===== src/rtl/cpmap_pkg.sv =====
`timescale 1ns/1ps
package cpmap_pkg;

    // Result of mapping a register number through the current window.
    typedef enum logic [0:0] {
        MAP_OK      = 1'b0,
        MAP_WRAPPED = 1'b1
    } map_status_e;

    localparam int NUM_RD_PORTS = 2;

endpackage


===== src/rtl/cpmap_cp_reg.sv =====
`timescale 1ns/1ps
module cpmap_cp_reg #(
    parameter int BYTE_AW  = 10,
    parameter int CP_RESET = 0,
    localparam int WORD_AW = BYTE_AW - 1
) (
    input  logic               clk,
    input  logic               rst_n,
    input  logic               load,
    input  logic [BYTE_AW-1:0] value,
    output logic [WORD_AW-1:0] base_word
);

    localparam logic [BYTE_AW-1:0] RESET_BYTE = BYTE_AW'(CP_RESET);

    // The low byte-address bit is dropped: windows are always word aligned.
    logic unused_cp_lsb;
    assign unused_cp_lsb = value[0];

    always_ff @(posedge clk or negedge rst_n) begin
        if (!rst_n) begin
            base_word <= RESET_BYTE[BYTE_AW-1:1];
        end else if (load) begin
            base_word <= value[BYTE_AW-1:1];
        end
    end

endmodule


===== src/rtl/cpmap_addr_gen.sv =====
`timescale 1ns/1ps
module cpmap_addr_gen
    import cpmap_pkg::*;
#(
    parameter int WORD_AW = 9,
    parameter int REG_W   = 4
) (
    input  logic [WORD_AW-1:0] base_word,
    input  logic [REG_W-1:0]   reg_num,
    output logic [WORD_AW-1:0] word_addr,
    output map_status_e        status
);

    // One carry bit beyond the RAM's word range detects a run past the end.
    logic [WORD_AW:0] sum;

    always_comb begin
        sum       = {1'b0, base_word} + {{(WORD_AW + 1 - REG_W){1'b0}}, reg_num};
        word_addr = sum[WORD_AW-1:0];
        status    = sum[WORD_AW] ? MAP_WRAPPED : MAP_OK;
    end

endmodule


===== src/rtl/cpmap_fwd.sv =====
`timescale 1ns/1ps
module cpmap_fwd #(
    parameter int DATA_W  = 16,
    parameter int WORD_AW = 9
) (
    input  logic               wr_en,
    input  logic [WORD_AW-1:0] wr_addr,
    input  logic [DATA_W-1:0]  wr_data,
    input  logic [WORD_AW-1:0] rd_addr,
    input  logic [DATA_W-1:0]  ram_data,
    output logic [DATA_W-1:0]  rd_data
);

    // Compare RAM word addresses, not register numbers, so that any aliasing
    // through the window is covered.
    always_comb begin
        if (wr_en && (wr_addr == rd_addr)) begin
            rd_data = wr_data;
        end else begin
            rd_data = ram_data;
        end
    end

endmodule


===== src/rtl/cpmap_top.sv =====
`timescale 1ns/1ps
module cpmap_top
    import cpmap_pkg::*;
#(
    parameter int DATA_W    = 16,
    parameter int NUM_REGS  = 16,
    parameter int RAM_BYTES = 1024,
    parameter int CP_RESET  = 0,
    localparam int BYTE_AW  = $clog2(RAM_BYTES),
    localparam int WORD_AW  = BYTE_AW - 1,
    localparam int REG_W    = $clog2(NUM_REGS)
) (
    input  logic               clk,
    input  logic               rst_n,
    input  logic               cp_load,
    input  logic [BYTE_AW-1:0] cp_value,
    input  logic [REG_W-1:0]   rd_reg_a,
    input  logic [REG_W-1:0]   rd_reg_b,
    input  logic               wr_en,
    input  logic [REG_W-1:0]   wr_reg,
    input  logic [DATA_W-1:0]  wr_data,
    output logic [WORD_AW-1:0] ram_rd_addr_a,
    output logic [WORD_AW-1:0] ram_rd_addr_b,
    input  logic [DATA_W-1:0]  ram_rd_data_a,
    input  logic [DATA_W-1:0]  ram_rd_data_b,
    output logic               ram_wr_en,
    output logic [WORD_AW-1:0] ram_wr_addr,
    output logic [DATA_W-1:0]  ram_wr_data,
    output logic [DATA_W-1:0]  rd_data_a,
    output logic [DATA_W-1:0]  rd_data_b,
    output logic               rd_err_a,
    output logic               rd_err_b,
    output logic               wr_err
);

    logic [WORD_AW-1:0] base_word;

    logic [REG_W-1:0]   rd_reg   [NUM_RD_PORTS];
    logic [WORD_AW-1:0] rd_word  [NUM_RD_PORTS];
    map_status_e        rd_stat  [NUM_RD_PORTS];
    logic [DATA_W-1:0]  ram_data [NUM_RD_PORTS];
    logic [DATA_W-1:0]  rd_out   [NUM_RD_PORTS];

    logic [WORD_AW-1:0] wr_word;
    map_status_e        wr_stat;

    cpmap_cp_reg #(
        .BYTE_AW  (BYTE_AW),
        .CP_RESET (CP_RESET)
    ) cp_reg_i (
        .clk       (clk),
        .rst_n     (rst_n),
        .load      (cp_load),
        .value     (cp_value),
        .base_word (base_word)
    );

    assign rd_reg[0]   = rd_reg_a;
    assign rd_reg[1]   = rd_reg_b;
    assign ram_data[0] = ram_rd_data_a;
    assign ram_data[1] = ram_rd_data_b;

    for (genvar p = 0; p < NUM_RD_PORTS; p++) begin : g_rd_port
        cpmap_addr_gen #(
            .WORD_AW (WORD_AW),
            .REG_W   (REG_W)
        ) addr_i (
            .base_word (base_word),
            .reg_num   (rd_reg[p]),
            .word_addr (rd_word[p]),
            .status    (rd_stat[p])
        );

        cpmap_fwd #(
            .DATA_W  (DATA_W),
            .WORD_AW (WORD_AW)
        ) fwd_i (
            .wr_en    (wr_en),
            .wr_addr  (wr_word),
            .wr_data  (wr_data),
            .rd_addr  (rd_word[p]),
            .ram_data (ram_data[p]),
            .rd_data  (rd_out[p])
        );
    end

    cpmap_addr_gen #(
        .WORD_AW (WORD_AW),
        .REG_W   (REG_W)
    ) wr_addr_i (
        .base_word (base_word),
        .reg_num   (wr_reg),
        .word_addr (wr_word),
        .status    (wr_stat)
    );

    always_comb begin
        ram_rd_addr_a = rd_word[0];
        ram_rd_addr_b = rd_word[1];
        rd_data_a     = rd_out[0];
        rd_data_b     = rd_out[1];
        rd_err_a      = (rd_stat[0] == MAP_WRAPPED);
        rd_err_b      = (rd_stat[1] == MAP_WRAPPED);
        ram_wr_en     = wr_en;
        ram_wr_addr   = wr_word;
        ram_wr_data   = wr_data;
        wr_err        = wr_en && (wr_stat == MAP_WRAPPED);
    end

endmodule


===== config.mk =====
export PLATFORM = sky130hd
export DESIGN_NAME = cpmap_top
export DESIGN_NICKNAME = d
export VERILOG_FILES = /design/src/rtl/cpmap_pkg.sv /design/src/rtl/cpmap_cp_reg.sv /design/src/rtl/cpmap_addr_gen.sv /design/src/rtl/cpmap_fwd.sv /design/src/rtl/cpmap_top.sv
export SDC_FILE = /design/constraint.sdc
export NUM_CORES = 1
export LEC_CHECK = 0
export BUFFER_PORTS_ARGS = -buffer_cell sky130_fd_sc_hd__buf_2
export CAP_MARGIN = 30
export CELL_PAD_IN_SITES_DETAIL_PLACEMENT = 0
export CELL_PAD_IN_SITES_GLOBAL_PLACEMENT = 2
export CORE_MARGIN = 2
export CORE_UTILIZATION = 19
export CTS_CLUSTER_SIZE = 20
export DETAILED_ROUTE_END_ITERATION = 16
export PLACE_DENSITY_LB_ADDON = 0.2
export SYNTH_ARGS = -nofsm -noshare
export SYNTH_HDL_FRONTEND = slang
export SYNTH_SLANG_ARGS = --single-unit

===== constraint.sdc =====
create_clock -name clk -period 3.67 [get_ports clk]
set_input_delay 0.1835 -clock clk [delete_from_list [all_inputs] [get_ports clk]]
set_output_delay 0.1835 -clock clk [all_outputs]
set_load 0.03 [all_outputs]

# Word-level counts from Yosys, hierarchy flattened
# Index checks and enable logic that the tools add are counted.
[op_classes]
addsub = 3
n_eq_ne = 2
n_mux = 5
reduce_logical = 3
[op_table]
columns = ["op", "count"]
rows = [
  ["$mux W16", 2],
  ["$add A9 B4 Y10", 3],
  ["$eq A9 B9 Y1", 2],
  ["$logic_and A1 B1 Y1", 3],
  ["$mux W1", 3],
]
[word_totals]
regBits = 9
out_inout_bits = 79
wordCells = 14

# Depth between registers and ports, before layout
# Gate-level depths: netlist of the first run.
[depth]
depth_word = 4
mapped_depth = 10
ltp_nobuf = 9

# By module
# A second synthesis of the first run with hierarchy kept.
[unflattened]
hier_cells = 220
area_unflattened_um2 = 2034.5
[modules_own_cells]
columns = ["mod", "n_inst", "cells_per_inst", "area_each_um2"]
rows = [
  ["cpmap_addr_gen", 3, 41, 307.8],
  ["cpmap_fwd", 2, 30, 302.8],
  ["cpmap_cp_reg", 1, 19, 371.6],
  ["cpmap_top", 1, 18, 133.9],
]

# Worst setup path after synthesis of the first run
# No wires, ideal clock.
[synth_timing]
kind = "register -> output"
start = "register cp_reg_i.base_word[0]"
end = "output port rd_data_b[13]"
arrival_ns = 3.094
path_slack_ns = 0.392
stages_incl_launch_ff = 9
cell_sequence = "dfrtp_1 > ha_1 > fa_1 > xor2_1 > xnor2_1 > nand4_1 > a2111oi_4 > buf_6 > mux2_1"
[synth_via]
elab_chain_len = 4
elab_cells_between_ends = 5
[synth_lines]
columns = ["item", "line", "rtl"]
rows = [
  ["start, declared", "cpmap_cp_reg.sv:11", "output logic [WORD_AW-1:0] base_word"],
  ["start signal, assigned", "cpmap_cp_reg.sv:22", "base_word <= RESET_BYTE[BYTE_AW-1:1];"],
  ["start signal, assigned", "cpmap_cp_reg.sv:24", "base_word <= value[BYTE_AW-1:1];"],
  ["$add A9 B4 Y10", "cpmap_addr_gen.sv:18", "sum = {1'b0, base_word} + {{(WORD_AW + 1 - REG_W){1'b0}}, reg_num};"],
  ["named net ram_wr_addr[2]", "cpmap_top.sv:27", "output logic [WORD_AW-1:0] ram_wr_addr,"],
  ["$eq A9 B9 Y1", "cpmap_fwd.sv:17", "if (wr_en && (wr_addr == rd_addr)) begin"],
  ["$logic_and A1 B1 Y1", "cpmap_fwd.sv:17", ""],
  ["$mux W16", "cpmap_fwd.sv:17", ""],
  ["end, declared", "cpmap_top.sv:30", "output logic [DATA_W-1:0] rd_data_b,"],
]
# The timed path passes the listed nets, and every way through them passes these cells.

# Final worst setup path of the first run
[layout_timing]
start = "register cp_reg_i.base_word[0]"
end = "output port rd_data_b[0]"
[layout_via]
elab_chain_len = 4
elab_cells_between_ends = 5
[layout_lines]
columns = ["item", "line"]
rows = [
  ["$add A9 B4 Y10", "cpmap_addr_gen.sv:18"],
  ["$eq A9 B9 Y1 *", "cpmap_fwd.sv:17"],
  ["$logic_and A1 B1 Y1 *", "cpmap_fwd.sv:17"],
  ["$mux W16 *", "cpmap_fwd.sv:17"],
]
# Every way passes the cells marked *; elsewhere a longest branch is shown, timed or not.

==> results of run 1 <==
==> repair_timing <==
| action | in CTS | in global routing |
|---|---|---|
| hold endpoints to repair | 9 | 0 |
| hold buffers | 1 | 0 |
| endpoints found under the setup margin | 0 | 0 |
| setup buffers | 0 | 0 |
==> cell families (layout without fill, tap and decap cells) <==
group           Yosys count  in the layout
simple gates             26             26
mux                      40             40
xor+xnor                 33             33
buf+inv                  30            166
flops                     9              9
compound gates           16             16
fa+ha+maj                15             15
==> final cells by class <==
type                            instances  area (um^2)  area share, %
Tap cell                              105          131           5.38
Inverter                                6         22.5          0.923
Clock buffer                            4         45.0           1.85
Multi-Input combinational cell        130         1220           50.0
Sequential cell                         9          225           9.23
Timing Repair Buffer                  156          796           32.6
==> routing by layer <==
metal	part of all wire (%)	up-vias	global-route usage, %	routed length, um
met3	7.2	2	2.02	391
met4	0.57	0	1.52	31
met5	0	-	0	0
li1	-	842	-	-
met2	52	82	22.1	2820
met1	40	743	13.6	2180
==> power by group through the flow <==
stage | Combinational (mW) | Sequential [mW] | Clock (mW)
4_1_cts | 0.644 | 0.134 | 0.115
2_1_floorplan | 0.482 | 0.119 | 0
3_3_place_gp | 0.643 | 0.135 | 0
3_5_place_dp | 0.640 | 0.135 | 0
6_report | 0.630 | 0.133 | 0.113
5_1_grt | 0.682 | 0.137 | 0.121
==> how the worst max path moves through the flow <==
stage,startpoint,end,slack (ns),cells after the start
after floorplan,cp_reg_i.base_word[0]$_DFFE_PN0P_,rd_data_b[13],0.39,8
after global placement,cp_reg_i.base_word[0]$_DFFE_PN0P_,rd_data_b[8],0.62,9
after detailed placement,cp_reg_i.base_word[0]$_DFFE_PN0P_,rd_data_b[8],0.60,9
after CTS,cp_reg_i.base_word[0]$_DFFE_PN0P_,rd_data_b[8],0.35,9
after global routing,cp_reg_i.base_word[0]$_DFFE_PN0P_,rd_data_a[8],0.18,11
final,cp_reg_i.base_word[0]$_DFFE_PN0P_,rd_data_b[0],0.42,9
==> worst max-delay path: cells and delay by family (launching register included) <==
family	cells	cell delay, ns
AOI/OAI and AO/OA	1	0.30
xor gates and xnor gates	2	0.46
adders and majority gates	2	0.63
buffers and inverters	2	0.48
DFF	1	0.42
muxes	1	0.37
and+or+nand+nor	1	0.19
==> placed cells by master (no fill, tap or decap) <==
| cell type | count |
|---|---|
| clkbuf_1 | 1 |
| ha_1 | 12 |
| a21oi_2 | 1 |
| a21o_1 | 6 |
| inv_1 | 6 |
| nand2_1 | 5 |
| nor2b_1 | 1 |
| xnor2_1 | 15 |
| dlygate4sd3_1 | 1 |
| buf_4 | 4 |
| nor4bb_1 | 1 |
| a211oi_1 | 2 |
| o21ba_2 | 1 |
| dfrtp_1 | 9 |
| clkbuf_8 | 3 |
| mux2_2 | 38 |
| nor2_1 | 14 |
| mux2_1 | 2 |
| nand4_1 | 4 |
| o21ai_0 | 1 |
| a21oi_1 | 3 |
| a2111oi_4 | 2 |
| nand3_1 | 1 |
| fa_1 | 3 |
| buf_2 | 151 |
| xor2_1 | 18 |
==> stage by stage <==
step | worst slack [ns] | power [mW] | util, % | cells | hold slack (ns)
after floorplan | 0.392 | 0.601 | - | 169 | -0.112
after global placement | 0.617 | 0.778 | 28.8 | 405 | 0.0487
after detailed placement | 0.596 | 0.775 | 28.8 | 405 | 0.0534
after CTS | 0.354 | 0.893 | 29.4 | 410 | 0.169
after global routing | 0.182 | 0.939 | 29.4 | 410 | 0.175
final | 0.420 | 0.875 | 29.4 | 410 | 0.168
==> out/metrics.cfg, run 1 <==
[run_status]
outcome=finished clean

[critical_path]
start_kind=flop
cpPeakStageDelay_ns=0.42
r2r-end=cp_reg_i.base_word[4]$_DFFE_PN0P_
crit_required_ns=3.49
end_kind=output pin
critPathSlowestCell=dfrtp_1
critPathMaxFanout=16
critical_path_class=flop to output pin
arrival_ns=3.07
r2r-start=cp_reg_i.base_word[4]$_DFFE_PN0P_
cp_cell_sequence=ha_1 -> fa_1 -> xor2_1 -> xnor2_1 -> nand4_1 -> a2111oi_4 -> buf_4 -> mux2_2 -> buf_2
r2r_slack_ns=2.63
reg2regPathDepth=1

[synthesis]
synth_fa_ha_area_share_pct=12.8
synth_common_cells=mux2_2, xor2_1, buf_4, xnor2_1, nor2_1
synth_top_flop_cell=dfrtp_1
postSynth.asyncResetShare_pct=100
synthSimpleGateAreaFrac_pct=7.18
yosysSeqAreaShare_pct=13.8
ys_warn_count=0
syn_nets=258
synth_cell_types=24
muxShareOfSynthArea_pct=27.5
syn-cell-area_um2=1640
synth_most_common_cell=mux2_2
synth_compound_area_share_pct=9.40
syn_inst=169
yosys.area.top_type=mux2_2
synth-seq-cells=9
synth_enable_flop_cells=0
synth-xor-area-share_pct=17.6
synth_area_leaders=mux2_2, dfrtp_1, xor2_1, ha_1, xnor2_1
syn-mean-instance-area_um2=9.69
synth_top_family_by_area=multiplexers
synth.top_cell.area_share_pct=26.1

[power]
peakVddDrop_uv=204
p_sw_mw=0.461
power_leakage_nw=1.27
internal_power_mw=0.414
switching_share_pct=52.7
power_density_nw_per_um2=359
p_comb_share_pct=72.0
pwr-share-clk_pct=12.9
seqPwrFrac_pct=15.1

[clock_network]
clock_latency_ns=0.22
htree_num_levels=1
numCtsBuffers=3
root_buffer=clkbuf_8
cts_tree=yes
postCtsResizedCells=0
numClockSinks=9
clk_path_buf_depth=2
clk_pin_slew_ns=0.04

[layout]
post-route-cell-area_um2=2440
fillers=915
area_growth_pct=49.0
top_regs=cp_reg_i.base_word x9
drive_above_1_share_pct=65.6
n_antenna_cell=0
largest_reg_flops=9
regMostFlops=cp_reg_i.base_word
final_nets=395

[global_route]
grt_max_degree=17
grt_usage_pct=11.5
grt_pass1_wl_um=9160
overflow=0
grt_pass1_vias=1807
antenna_found_initial=0

[placed_design]
io_buffers=151
gp_congestion=0.728
placed_area_um2=2390
dpl.hpwl_um=4790

[die]
pin_count=153
die_h_um=96.8
die_w_um=96.8
core_um2=8300
die_area_um2=9380
initial_utilization_pct=19.7
fp-row-count=33

[min_path]
holdCritStartpoint=cp_value[2]
min_path_type=primary input to flop
min_to=cp_reg_i.base_word[1]$_DFFE_PN0P_
holdPathStages=3

[run]
max_cap_violations=0

[detailed_routing]
vias=1669
wl_per_cell_um=13.2
wirelength_um=5420
drc=0
vias_per_cell=4.07
first_pass_iters=4
final_antenna_net_count=0
drt_iter0_drc=34

[timing]
finalSetupViolations=0
hold_violations=0
rsz0062_at_grt=false
period_minus_slack_ns=3.25
fin_tns_setup_ns=0
worst_pin_slew_ns=0.543
drv_slew=0
fin_crit_sh_pct=88.6
max_freq_mhz=308
maxSlewHeadroom_pct=63.8
skew_ns=0

No activity file was read; power rests on OpenSTA's default activity.
==> run 2: changes to the inputs <==
--- a/config.mk
+++ b/config.mk
@@ -7,13 +7,13 @@
 export LEC_CHECK = 0
 export BUFFER_PORTS_ARGS = -buffer_cell sky130_fd_sc_hd__buf_2
 export CAP_MARGIN = 30
-export CELL_PAD_IN_SITES_DETAIL_PLACEMENT = 0
-export CELL_PAD_IN_SITES_GLOBAL_PLACEMENT = 2
+export CELL_PAD_IN_SITES_DETAIL_PLACEMENT = 1
+export CELL_PAD_IN_SITES_GLOBAL_PLACEMENT = 1
 export CORE_MARGIN = 2
-export CORE_UTILIZATION = 19
+export CORE_UTILIZATION = 25
 export CTS_CLUSTER_SIZE = 20
 export DETAILED_ROUTE_END_ITERATION = 16
-export PLACE_DENSITY_LB_ADDON = 0.2
+export PLACE_DENSITY_LB_ADDON = 0.1
 export SYNTH_ARGS = -nofsm -noshare
 export SYNTH_HDL_FRONTEND = slang
 export SYNTH_SLANG_ARGS = --single-unit
==> run 2 against run 1 <==
Effect of this change: global-route usage increased by 3.5 points; first-iteration DRC count down 41%; fmax shrank 1.8%; power fell by 0.22%; cell count fell by 7.1%; largest cell class unchanged.
==> out/metrics.cfg, run 2 (same netlist as run 1, synthesis figures left out) <==
[layout]
area_growth_pct=46.5
regMostFlops=cp_reg_i.base_word
finalNonFillerCells=381
post-route-util_pct=37.8
fillers=770
n_antenna_cell=0
final_nets=394
top_regs=cp_reg_i.base_word x9
largest_reg_flops=9
drive_above_1_share_pct=65.8
post-route-cell-area_um2=2400
layout_commonest_cell=buf_2
most-common-layout-cells=buf_2, mux2_2, xor2_1

[timing]
max_freq_mhz=302
maxSlewHeadroom_pct=66.1
worst_pin_slew_ns=0.508
period_minus_slack_ns=3.31
finalSetupViolations=0
drv_slew=0
rsz0062_at_grt=false
fin_tns_setup_ns=0
hold_slack_ns=0.174
hold_violations=0
fin_crit_sh_pct=90.2
skew_ns=0

[global_route]
grt_max_degree=17
grt_pass1_wl_um=8920
grt_usage_pct=15.0
overflow=0
grt_pass1_vias=1766
antenna_found_initial=0

[critical_path]
reg2regPathDepth=1
critical_path_class=flop to output pin
start_kind=flop
crit_required_ns=3.49
worstSetupEndpoint=rd_data_a[9]
cp-startpoint=cp_reg_i.base_word[0]$_DFFE_PN0P_
r2r-end=cp_reg_i.base_word[4]$_DFFE_PN0P_
critPathMaxFanout=16
end_kind=output pin
r2r_slack_ns=2.65
arrival_ns=3.13
r2r-start=cp_reg_i.base_word[4]$_DFFE_PN0P_

[die]
fp-row-count=29
core_um2=6350
initial_utilization_pct=25.8
pin_count=153
die_w_um=84.9
die_area_um2=7210
die_h_um=84.9

[placed_design]
placed_area_um2=2340
dpl.cell_count=376
io_buffers=151
gp_congestion=0.720
dpl.hpwl_um=5020

[run]
max_cap_violations=0

[detailed_routing]
drc=0
final_antenna_net_count=0
wl_per_cell_um=14.7
vias=1705
wirelength_um=5590
vias_per_cell=4.48
first_pass_iters=4
drt_iter0_drc=20

[clock_network]
numClockSinks=9
clock_latency_ns=0.23
clk_pin_slew_ns=0.05
htree_num_levels=1
clk_path_buf_depth=2
root_buffer=clkbuf_8
numCtsBuffers=3
postCtsResizedCells=0
cts_tree=yes

[power]
power_density_nw_per_um2=364
power_leakage_nw=1.27
peakVddDrop_uv=231

[min_path]
min_path_type=primary input to flop

[run_status]
outcome=finished clean

==> run 2: cell types whose count changed in the layout (fill, tap and decap cells not counted), sizes merged <==
cell and change:
buf -1, clkbuf -1, clkinv +1
==> run 2: repair_timing <==
item / 4_1_cts / 5_1_grt
hold buffers: 1 / 0
setup endpoints to repair: 0 / 0
setup buffers: 0 / 0
endpoints found under the hold margin: 9 / 0
==> run 2: power by group <==
group,switching [mW],leakage (nW),internal [mW]
logic,0.402,1.14,0.227
registers,0.0232,0.106,0.109
clock network,0.0379,0.0255,0.0739
==> run 2: area by class of cell <==
cell class              instances  area, um^2  area share (%)
multi-input cells             130        1220            50.9
repair buffers                155         788            32.8
flip-flops and latches          9         225            9.38
well taps                      77        96.3            4.01
clock buffers                   3        41.3            1.72
inverters                       6        22.5           0.938
clock inverters                 1        5.00           0.209
==> run 2: worst max-delay path, stage by stage, from the launching register on <==
cell and delay [ns]:
dfrtp_1 0.43, ha_1 0.23, fa_1 0.41, xor2_1 0.31, xnor2_1 0.16, nand4_1 0.19, a2111oi_4 0.31, buf_4 0.30
mux2_2 0.37, buf_2 0.18
==> run 2: worst min path at each step <==
stage                      startpoint                           endpoint  slack [ns]  depth (start not counted)
final                     cp_value[2]  cp_reg_i.base_word[1]$_DFFE_PN0P_        0.17                          3
after global placement          rst_n  cp_reg_i.base_word[6]$_DFFE_PN0P_        0.05                          1
after floorplan                 rst_n  cp_reg_i.base_word[0]$_DFFE_PN0P_       -0.11                          0
after detailed placement        rst_n  cp_reg_i.base_word[6]$_DFFE_PN0P_        0.05                          1
after CTS                 cp_value[2]  cp_reg_i.base_word[1]$_DFFE_PN0P_        0.18                          3
after global routing      cp_value[5]  cp_reg_i.base_word[4]$_DFFE_PN0P_        0.19                          2
==> run 2: layer usage <==
| metal | routed length (um) | vias up | GRT usage [%] |
|---|---|---|---|
| met3 | 345 | 0 | 1.95 |
| met1 | 2190 | 791 | 17.7 |
| li1 | - | 837 | - |
| met5 | 0 | - | 0 |
| met4 | 0 | 0 | 2.16 |
| met2 | 3050 | 77 | 29.2 |
==> run 2: metrics by stage <==
stage | setup slack [ns] | total power, mW
after floorplan | 0.392 | 0.601
after global placement | 0.579 | 0.767
after detailed placement | 0.568 | 0.772
after CTS | 0.310 | 0.890
after global routing | 0.148 | 0.933
final | 0.361 | 0.873
